===== config.mk =====
export PLATFORM = sky130hd
export DESIGN_NAME = fracn_swallow_div
export DESIGN_NICKNAME = d
export VERILOG_FILES = /design/src/rtl/fsd_pkg.sv /design/src/rtl/fsd_mash2.sv /design/src/rtl/fsd_cycle_ctr.sv /design/src/rtl/fracn_swallow_div.sv
export SDC_FILE = /design/constraint.sdc
export NUM_CORES = 1
export LEC_CHECK = 0
export ABC_CLOCK_PERIOD_IN_PS = 32200
export BUFFER_PORTS_ARGS = -buffer_cell sky130_fd_sc_hd__buf_2
export CAP_MARGIN = 20
export CORE_AREA = 2 2 108 84
export CTS_CLUSTER_DIAMETER = 200
export DETAILED_ROUTE_END_ITERATION = 7
export DIE_AREA = 0 0 110 86
export GPL_ROUTABILITY_DRIVEN = 1
export PLACE_DENSITY = 0.78
export SYNTH_ARGS = -nofsm -noshare
export SYNTH_HDL_FRONTEND = slang
export SYNTH_SLANG_ARGS = --single-unit

===== constraint.sdc =====
create_clock -name clk -period 32.2 [get_ports clk]
set_input_delay 4.83 -clock clk [delete_from_list [all_inputs] [get_ports clk]]
set_output_delay 4.83 -clock clk [all_outputs]
set_load 0.005 [all_outputs]

===== src/rtl/fsd_pkg.sv =====
package fsd_pkg;

    localparam int PRE_MOD_DEF  = 8;
    localparam int B_W_DEF      = 7;
    localparam int A_W_DEF      = 4;
    localparam int F_W_DEF      = 17;
    localparam int FRAC_MOD_DEF = 62976;

    typedef enum logic [1:0] {
        PH_EMPTY   = 2'd0,
        PH_SWALLOW = 2'd1,
        PH_MAIN    = 2'd2
    } cyc_phase_e;

    typedef logic signed [2:0] dither_t;

    function automatic int sat_swallow(input int a, input int d, input int b);
        int t;
        t = a + d;
        if (t < 0) return 0;
        if (t > b) return b;
        return t;
    endfunction

endpackage


===== src/rtl/fsd_mash2.sv =====
module fsd_mash2 #(
    parameter int F_W = fsd_pkg::F_W_DEF,
    parameter int MOD = fsd_pkg::FRAC_MOD_DEF
) (
    input  logic                 clk,
    input  logic                 rst,
    input  logic                 clr,
    input  logic                 step,
    input  logic [F_W-1:0]       frac_word,
    output fsd_pkg::dither_t     dither
);
    localparam int ACC_W  = $clog2(MOD);
    localparam int STAGES = 2;
    localparam logic [ACC_W:0] MOD_V = (ACC_W+1)'(MOD);

    logic                 neg;
    logic signed [F_W:0]  f_ext;
    logic signed [F_W:0]  f_wrap;
    logic [ACC_W-1:0]     incr;
    logic                 unused_wrap_top;

    assign neg    = frac_word[F_W-1];
    assign f_ext  = {frac_word[F_W-1], frac_word};
    // negative words are folded into 0..MOD-1; the lost unit is subtracted below
    assign f_wrap = neg ? (f_ext + (F_W+1)'(MOD)) : f_ext;
    assign incr   = f_wrap[ACC_W-1:0];
    assign unused_wrap_top = ^f_wrap[F_W:ACC_W];

    logic [ACC_W-1:0] acc_nx [STAGES];
    logic [STAGES-1:0] cy;

    for (genvar g = 0; g < STAGES; g++) begin : g_stage
        logic [ACC_W-1:0] acc_r;
        logic [ACC_W-1:0] stg_in;
        logic [ACC_W:0]   sum;

        if (g == 0) begin : g_head
            assign stg_in = incr;
        end else begin : g_tail
            assign stg_in = acc_nx[g-1];
        end

        assign sum       = {1'b0, acc_r} + {1'b0, stg_in};
        assign cy[g]     = (sum >= MOD_V);
        assign acc_nx[g] = cy[g] ? ACC_W'(sum - MOD_V) : sum[ACC_W-1:0];

        always_ff @(posedge clk) begin
            if (rst || clr)  acc_r <= '0;
            else if (step)   acc_r <= acc_nx[g];
        end
    end

    logic c2_d;
    always_ff @(posedge clk) begin
        if (rst || clr)  c2_d <= 1'b0;
        else if (step)   c2_d <= cy[1];
    end

    assign dither = $signed({2'b00, cy[0]}) + $signed({2'b00, cy[1]})
                  - $signed({2'b00, c2_d})  - $signed({2'b00, neg});

endmodule


===== src/rtl/fsd_cycle_ctr.sv =====
module fsd_cycle_ctr #(
    parameter int B_W = fsd_pkg::B_W_DEF
) (
    input  logic           clk,
    input  logic           rst,
    input  logic           hold,
    input  logic           pre_pulse,
    input  logic [B_W-1:0] b_val,
    input  logic [B_W-1:0] s_val,
    output logic           load_go,
    output logic           term,
    output logic           mod_sel
);
    import fsd_pkg::*;

    cyc_phase_e     ph_q;
    logic [B_W-1:0] main_q;
    logic [B_W-1:0] swl_q;
    logic           last;

    assign last    = (main_q == B_W'(1));
    assign term    = pre_pulse && last;
    assign load_go = (ph_q == PH_EMPTY) || term;
    assign mod_sel = (ph_q == PH_SWALLOW);

    always_ff @(posedge clk) begin
        if (rst || hold) begin
            ph_q   <= PH_EMPTY;
            main_q <= '0;
            swl_q  <= '0;
        end else if (load_go) begin
            main_q <= b_val;
            swl_q  <= s_val;
            ph_q   <= (s_val != '0) ? PH_SWALLOW : PH_MAIN;
        end else if (pre_pulse) begin
            main_q <= main_q - B_W'(1);
            if (ph_q == PH_SWALLOW) begin
                swl_q <= swl_q - B_W'(1);
                if (swl_q == B_W'(1)) ph_q <= PH_MAIN;
            end
        end
    end

endmodule


===== src/rtl/fracn_swallow_div.sv =====
module fracn_swallow_div #(
    parameter int PRE_MOD  = fsd_pkg::PRE_MOD_DEF,
    parameter int B_W      = fsd_pkg::B_W_DEF,
    parameter int A_W      = fsd_pkg::A_W_DEF,
    parameter int F_W      = fsd_pkg::F_W_DEF,
    parameter int FRAC_MOD = fsd_pkg::FRAC_MOD_DEF
) (
    input  logic           clk,
    input  logic           rst,
    input  logic           pre_pulse,
    input  logic [B_W-1:0] b_val,
    input  logic [A_W-1:0] a_val,
    input  logic [F_W-1:0] f_val,
    input  logic           frac_en,
    input  logic           cnt_rst,
    output logic           mod_sel,
    output logic           div_out
);
    import fsd_pkg::*;

    localparam int A_USED = $clog2(PRE_MOD);

    logic [A_W-1:0] a_eff;

    if (A_USED < A_W) begin : g_trim
        logic unused_a_hi;
        assign unused_a_hi = ^a_val[A_W-1:A_USED];
        assign a_eff = {{(A_W-A_USED){1'b0}}, a_val[A_USED-1:0]};
    end else begin : g_full
        assign a_eff = a_val;
    end

    dither_t        dith_raw;
    dither_t        dith_use;
    logic [B_W-1:0] swl_load;
    logic           load_go;
    logic           term;

    assign dith_use = frac_en ? dith_raw : dither_t'(0);
    assign swl_load = B_W'(sat_swallow(int'(a_eff), int'(dith_use), int'(b_val)));

    fsd_mash2 #(.F_W(F_W), .MOD(FRAC_MOD)) u_mod (
        .clk       (clk),
        .rst       (rst),
        .clr       (cnt_rst || !frac_en),
        .step      (load_go && frac_en),
        .frac_word (f_val),
        .dither    (dith_raw)
    );

    fsd_cycle_ctr #(.B_W(B_W)) u_ctr (
        .clk       (clk),
        .rst       (rst),
        .hold      (cnt_rst),
        .pre_pulse (pre_pulse),
        .b_val     (b_val),
        .s_val     (swl_load),
        .load_go   (load_go),
        .term      (term),
        .mod_sel   (mod_sel)
    );

    always_ff @(posedge clk) begin
        if (rst || cnt_rst) div_out <= 1'b0;
        else                div_out <= term;
    end

endmodule


==> impl_results.rst, run 1 <==
.. list-table::
   :header-rows: 1

   * - Metric
     - Value
   * - Tightest Pin Transition
     - 1110 ps
   * - Top-area cell type share of the netlist area
     - 0.205
   * - Wire length of the first global-routing pass
     - 19,800 µm
   * - Net count after synthesis
     - 722
   * - DP HPWL
     - 9150 µm
   * - CP required
     - 32,470 ps
   * - Remaining antenna violation count
     - 0
   * - Post-Layout Cell Count
     - 759
   * - Full die area
     - 9460 µm²
   * - Post-route cell area
     - 5210 µm²
   * - Placed inst area
     - 5090 µm²
   * - Critical path start-end classification
     - input port to flop
   * - Global placer's final weighted congestion
     - 0.948
   * - Post-Route Hold Slack
     - 463 ps
   * - Highest clock frequency the design can meet
     - 0.0664 GHz
   * - Fillers
     - 732
   * - Post-layout util
     - 0.627
   * - I/O pin count
     - 35
   * - Total number of clock tree sinks
     - 50
   * - Count of instances resized after the clock tree is built
     - 0
   * - Number of levels in the clock H-tree
     - 2
   * - Post-synthesis instance total
     - 632
   * - Number of input and output port buffers inserted
     - 33
   * - Setup TNS
     - 0 ps
   * - Type of origin of the critical path
     - input port
   * - RSZ-0062 raised after global routing
     - no
   * - DRC violation count after routing
     - 0
   * - Routed length per instance
     - 15.8 µm
   * - Dpl cells
     - 751
   * - Share of synthesized area occupied by flip-flops and latches
     - 0.205
   * - Largest driver fanout on the critical path
     - 10
   * - Deepest clock path buffer count
     - 2
   * - Pin count of the biggest net entering global routing
     - 48
   * - Clock network latency to the later pin of the worst-skew pair
     - 320 ps
   * - Pins over their slew limit
     - 0
   * - Leakage power of the design
     - 0.00225 µW
   * - Total grt overflow
     - 0
   * - Vias in the first global route
     - 4,225
   * - Worst IR drop on VDD
     - 29.2 µV
   * - Total count of hold-check failures in the final report
     - 0
   * - Die span in x
     - 110 µm
   * - Avg Inst Size Synth
     - 7.73 µm²
   * - Count of hold buffers inserted by post-cts repair
     - 0
   * - Sum of buffers and inverters on the critical path
     - 4
   * - Biggest area consumer among synthesized cells
     - sky130_fd_sc_hd__dfxtp_1
   * - Die Height
     - 86 µm
   * - Post-Syn Area
     - 4890 µm²
   * - Clock transition at path regs
     - 100 ps
   * - Antenna diode count
     - 0
   * - Nets@finish
     - 740
   * - Largest stage delay, worst path
     - 1020 ps
   * - Count of flip-flops with a built-in enable after synthesis
     - 0
   * - Library cell used as clock root buffer
     - sky130_fd_sc_hd__clkbuf_8
   * - Area added between synthesis and finish
     - 6.58%
   * - Share of final-layout standard cells stronger than drive strength 1
     - 0.121
   * - Cell mode on critical path
     - sky130_fd_sc_hd__ha_1
   * - TritonCTS clock tree
     - done
   * - Total of max-cap violations
     - 0
   * - Final Skew
     - 11.2 ps
   * - Worst path slowest cell
     - sky130_fd_sc_hd__a2111oi_2
   * - Final critical delay including setup and external delays
     - 15,070 ps
   * - Number of warnings printed during yosys synthesis
     - 0
   * - Outcome
     - completed
   * - Detail-routed via count per cell
     - 6.06
   * - Starting density of the core
     - 0.588
   * - Violation count after the first detailed-routing iteration
     - 356
   * - Cell area power density
     - 62.4 nW/µm²
   * - Data arrival time of the critical path
     - 15,340 ps
   * - Post-CTS Repair Setup Buffers
     - 0
   * - Gate family responsible for the most delay along the worst path
     - compound AO/OA/AOI/OAI gates
   * - Fraction of registers with async set or reset after synthesis
     - 0
   * - Number of buffers created by CTS
     - 5
   * - Max_slew headroom
     - 0.256
   * - Final worst-path cycle share
     - 0.468
   * - Antenna violations before repair
     - 0
   * - Final number of setup-violating endpoints
     - 0
   * - Final routed wirelength across all metal layers
     - 12,000 µm
   * - CORE AREA
     - 8310 µm²
   * - Combined global-route utilization of all metal layers
     - 0.261
   * - Router iterations before antenna repair
     - 7
   * - Cell types with the largest area share after synthesis
     - sky130_fd_sc_hd__dfxtp_1, sky130_fd_sc_hd__ha_1, sky130_fd_sc_hd__a21oi_1
   * - Synth cell types
     - 83
   * - Worst Hold Class
     - flop to flop
   * - Synthesis-stage register bit count
     - 50
   * - Row count
     - 29
   * - Endpoint class of the critical path
     - flop
   * - Vias after detailed routing
     - 4,600
   * - Most frequently used flop master after synthesis
     - sky130_fd_sc_hd__dfxtp_1
layout make-up:
class                      count  area, µm²  area share
clock buffer                   6       82.6      0.0159
inverter                      32        120      0.0231
multi-input combinational    526       3650       0.701
tap                          108        135      0.0259
clock inverter                 2       38.8     0.00744
sequential                    50       1000       0.192
timing repair buffer          35        180      0.0346
report_power, final:
group | switching (µW) | internal (µW)
Clock | 23.8 | 25.6
Sequential | 5.72 | 69.0
Combinational | 124 | 77.3
path summary, 6_finish.rpt:
path	startpoint	to	slack [ps]	cells after the start
worst max-delay path	f_val[16]	u_ctr.ph_q[1]$_SDFFE_PP0P_	17130	43
worst min-delay path	u_mod.g_stage[1].acc_r[6]$_SDFFE_PP0P_	u_mod.g_stage[1].acc_r[6]$_SDFFE_PP0P_	460	2
worst max register to register	u_mod.g_stage[0].acc_r[0]$_SDFFE_PP0P_	u_ctr.ph_q[1]$_SDFFE_PP0P_	21650	40
worst min register to register	u_mod.g_stage[1].acc_r[6]$_SDFFE_PP0P_	u_mod.g_stage[1].acc_r[6]$_SDFFE_PP0P_	460	2
routing by layer:
layer	vias to the layer above	part of all wire	wire length, µm	GRT usage
met2	136	0.42	5100	0.399
met1	2132	0.50	6060	0.385
met3	14	0.058	695	0.0289
met4	0	0.013	155	0.0713
li1	2318	-	-	-
met5	-	0	0	0
Yosys cell counts (all sizes together), types with 5 or more instances:
cell	number
nand3	17
o31ai	8
or3	10
a21o	9
nor3	15
a211oi	15
a21oi	66
inv	32
o21bai	5
nor2	71
xor2	16
o21ai	44
a31oi	9
clkbuf	17
nor2b	10
ha	53
nor4	6
dfxtp	50
o21a	11
nand2	61
and3	7
xnor2	25
buf	7
registers in the layout, indices dropped and copies added, names as in the netlist:
name	flops
u_mod.g_stage.acc_r	32
u_ctr.main_q	7
u_ctr.swl_q	7
u_ctr.ph_q	2
div_out	1
u_mod.c2_d	1
through the flow:
step | setup slack (ps) | total power (µW)
2_1_floorplan | 18330 | 234
3_3_place_gp | 17210 | 264
3_5_place_dp | 17040 | 272
4_1_cts | 17310 | 322
5_1_grt | 16510 | 352
6_report | 17130 | 325
worst min-delay path: stages, from the launching register on:
cell                      delay, ps
sky130_fd_sc_hd__dfxtp_1        320
sky130_fd_sc_hd__nand2_1         50
sky130_fd_sc_hd__a21oi_1         50
layout by cell type (no fill, tap or decap), drive strengths merged, types with 3 or more instances in the layout:
master,instances
a211oi,15
a21o,9
a21oi,66
a22oi,3
a31oi,9
and2,4
and3,7
buf,35
clkbuf,6
dfxtp,50
fa,4
ha,53
inv,33
mux2i,4
nand2,61
nand2b,4
nand3,17
nand4,4
nor2,71
nor2b,10
nor3,15
nor4,6
o211ai,3
o21a,11
o21ai,44
o21bai,5
o31ai,8
o41ai,3
or3,10
xnor2,25
xor2,16
kinds of logic after synthesis:
| family | share of synthesized area |
|---|---|
| AND/OR/NAND/NOR | 0.224 |
| AO/OA/AOI/OAI | 0.280 |
| adder cells (fa/ha/maj) | 0.152 |
| buffers and inverters | 0.0494 |
| flip-flops | 0.205 |
| XOR/XNOR | 0.0750 |
| multiplexers | 0.0143 |
Power figures use the tool's default switching activity.
==> run 2: changes to the inputs <==
- ABC_CLOCK_PERIOD_IN_PS: 32200 -> 12500
- CORE_AREA: 2 2 108 84 -> 2 2 111 86
- DIE_AREA: 0 0 110 86 -> 0 0 113 88
- PLACE_DENSITY: 0.78 -> 0.77
- clock period: 32.2 -> 12.5 ns (I/O delays scaled with it)
==> run 2 against run 1 <==
The run now ends with DRC left. Utilization decreased by 3.1 points. First-iteration DRC count increased by 62%. Clock skew decreased by 2.5 ps. Via count increased by 1.8%. Power increased to 2.7 times the previous value.
==> impl_results.rst, run 2 (synthesized netlist as in run 1, its figures left out) <==
.. list-table::
   :header-rows: 1

   * - Metric
     - Value
   * - Outcome
     - finished, violations left (was completed)
   * - Failing checks
     - DRC
   * - Wire length of the first global-routing pass
     - 20,200 µm (was 19,800 µm)
   * - Starting density of the core
     - 0.552 (was 0.588)
   * - Type of origin of the critical path
     - input port (unchanged)
   * - Vias in the first global route
     - 4,287 (was 4,225)
   * - Endpoint class of the critical path
     - flop (unchanged)
   * - CP required
     - 12,750 ps (was 32,470 ps)
   * - Critical path start-end classification
     - input port to flop (unchanged)
   * - Combinational Power Share
     - 0.590 (was 0.618)
   * - RSZ-0062 raised after global routing
     - no (unchanged)
   * - Clock network latency to the later pin of the worst-skew pair
     - 300 ps (was 320 ps)
   * - Pins over their slew limit
     - 0 (unchanged)
   * - Deepest clock path buffer count
     - 2 (unchanged)
   * - Share of final-layout standard cells stronger than drive strength 1
     - 0.123 (was 0.121)
   * - Worst Hold Class
     - flop to flop (unchanged)
   * - I/O pin count
     - 35 (unchanged)
   * - Clock transition at path regs
     - 70 ps (was 100 ps)
   * - Leakage power of the design
     - 0.00228 µW (was 0.00225 µW)
   * - Cell mode on critical path
     - sky130_fd_sc_hd__ha_1 (unchanged)
   * - Full die area
     - 9940 µm² (was 9460 µm²)
   * - Library cell used as clock root buffer
     - sky130_fd_sc_hd__clkbuf_16 (was sky130_fd_sc_hd__clkbuf_8)
   * - Final routed wirelength across all metal layers
     - 12,100 µm (was 12,000 µm)
   * - Number of levels in the clock H-tree
     - 2 (unchanged)
   * - Tightest Pin Transition
     - 984 ps (was 1110 ps)
   * - Final number of setup-violating endpoints
     - 0 (unchanged)
   * - Max_slew headroom
     - 0.344 (was 0.256)
   * - Router iterations before antenna repair
     - 7 (unchanged)
   * - Number of input and output port buffers inserted
     - 33 (unchanged)
   * - Die Height
     - 88 µm (was 86 µm)
   * - Worst IR drop on VDD
     - 68.1 µV (was 29.2 µV)
   * - TritonCTS clock tree
     - done (unchanged)
   * - Final worst-path cycle share
     - 0.930
   * - Violation count after the first detailed-routing iteration
     - 575 (was 356)
   * - Nets@finish
     - 741 (was 740)
   * - Worst path slowest cell
     - sky130_fd_sc_hd__or4b_1 (was sky130_fd_sc_hd__a2111oi_2)
   * - Row count
     - 30 (was 29)
   * - Largest stage delay, worst path
     - 490 ps (was 1020 ps)
   * - Placement Setup Slack
     - 745 ps (was 17,040 ps)
   * - Count of hold buffers inserted by post-cts repair
     - 0 (unchanged)
   * - Final Skew
     - 8.78 ps (was 11.2 ps)
   * - Part of the total power dissipated in the clock network
     - 0.189 (was 0.152)
   * - Routed length per instance
     - 15.9 µm (was 15.8 µm)
   * - Global placer's final weighted congestion
     - 0.891 (was 0.948)
   * - Final critical delay including setup and external delays
     - 11,630 ps
   * - Total number of clock tree sinks
     - 50 (unchanged)
   * - Total of max-cap violations
     - 0 (unchanged)
   * - Total grt overflow
     - 0 (unchanged)
   * - Detail-routed via count per cell
     - 6.13 (was 6.06)
   * - Setup TNS
     - 0 ps (unchanged)
   * - Number of buffers created by CTS
     - 5 (unchanged)
   * - Max reg flops
     - 32 (unchanged)
   * - Remaining antenna violation count
     - 0 (unchanged)
   * - CORE AREA
     - 8860 µm² (was 8310 µm²)
   * - Pin count of the biggest net entering global routing
     - 34 (was 48)
   * - DP HPWL
     - 9380 µm (was 9150 µm)
   * - Count of instances resized after the clock tree is built
     - 0 (unchanged)
   * - PnR worst setup slack
     - 871 ps (was 17,130 ps)
   * - Cell area power density
     - 165 nW/µm² (was 62.4 nW/µm²)
   * - Total count of hold-check failures in the final report
     - 0 (unchanged)
   * - Antenna violations before repair
     - 0 (unchanged)
   * - Post-CTS Repair Setup Buffers
     - 0 (unchanged)
   * - Largest register by flop count
     - u_mod.g_stage.acc_r (unchanged)
   * - Most common cell after layout, fill and taps aside
     - sky130_fd_sc_hd__nor2_1 (unchanged)
   * - Sw Ratio
     - 0.452 (was 0.471)
   * - Antenna diode count
     - 0 (unchanged)
   * - Data arrival time of the critical path
     - 11,880 ps (was 15,340 ps)
   * - Vias after detailed routing
     - 4,685 (was 4,600)
   * - Placed inst area
     - 5100 µm² (was 5090 µm²)
   * - Post-route cell area
     - 5280 µm² (was 5210 µm²)
   * - Largest driver fanout on the critical path
     - 10 (unchanged)
   * - Sequential cell fraction of total power
     - 0.221 (was 0.230)
   * - Top library cells by usage in the layout, fill and taps aside
     - sky130_fd_sc_hd__nor2_1, sky130_fd_sc_hd__a21oi_1, sky130_fd_sc_hd__nand2_1 (unchanged)
   * - Area added between synthesis and finish
     - 7.99% (was 6.58%)
   * - Internal power contribution
     - 479 µW (was 172 µW)
   * - Highest clock frequency the design can meet
     - 0.0860 GHz
   * - Switching pwr
     - 395 µW (was 153 µW)
   * - Combined global-route utilization of all metal layers
     - 0.247 (was 0.261)
   * - Largest registers in the final layout
     - u_mod.g_stage.acc_r x32, u_ctr.main_q x7, u_ctr.swl_q x7 (unchanged)
   * - Die span in x
     - 113 µm (was 110 µm)
   * - DRC violation count after routing
     - 3 (was 0)
==> run 2: worst paths after layout <==
| path | slack (ps) | cells past startpoint | to | startpoint |
|---|---|---|---|---|
| worst max register to register | 2500 | 42 | u_ctr.ph_q[1]$_SDFFE_PP0P_ | u_mod.g_stage[0].acc_r[9]$_SDFFE_PP0P_ |
| worst max-delay path | 870 | 44 | u_ctr.ph_q[1]$_SDFFE_PP0P_ | f_val[16] |
| worst min-delay path | 460 | 2 | u_mod.g_stage[0].acc_r[0]$_SDFFE_PP0P_ | u_mod.g_stage[0].acc_r[0]$_SDFFE_PP0P_ |
| worst min register to register | 460 | 2 | u_mod.g_stage[0].acc_r[0]$_SDFFE_PP0P_ | u_mod.g_stage[0].acc_r[0]$_SDFFE_PP0P_ |
==> run 2: metal layers <==
metal / wire, µm / share of wire / global-route usage
met5: 0 / 0 / 0
met4: 143 / 0.012 / 0.0488
met3: 824 / 0.068 / 0.0318
met2: 5270 / 0.44 / 0.394
met1: 5870 / 0.48 / 0.361
==> run 2: final cells by class <==
| class | instances | area (µm²) |
|---|---|---|
| clock buffers | 6 | 139 |
| clock inverters | 2 | 38.8 |
| fillers | 759 | 3580 |
| inverters | 32 | 120 |
| multi-input cells | 526 | 3650 |
| flip-flops and latches | 50 | 1000 |
| well taps | 112 | 140 |
| repair buffers | 36 | 188 |
==> run 2: through the flow <==
| stage | util | cells | hold WS, ps | total power [µW] |
|---|---|---|---|---|
| 3_3_place_gp | 0.576 | 756 | 442 | 680 |
| 3_5_place_dp | 0.576 | 756 | 449 | 697 |
| 6_report | 0.596 | 764 | 457 | 873 |
| 2_1_floorplan | - | 632 | 436 | 603 |
| 4_1_cts | 0.596 | 764 | 460 | 863 |
| 5_1_grt | 0.596 | 764 | 483 | 940 |
==> run 2: worst max-delay path, delay by kind of cell <==
family                   cells  cell delay (ps)
multiplexers                 3              790
buffers and inverters        5              630
adder cells (fa/ha/maj)      8             2500
XOR/XNOR                     3              760
AO/OA/AOI/OAI               14             3330
AND/OR/NAND/NOR             11             1980
==> run 2: power groups by stage <==
stage / logic (µW) / clock network, µW / registers (µW)
after global placement: 484 / 0 / 195
after detailed placement: 501 / 0 / 196
after global routing: 571 / 174 / 196
final: 515 / 165 / 193
after floorplan: 411 / 0 / 192
after CTS: 505 / 165 / 193
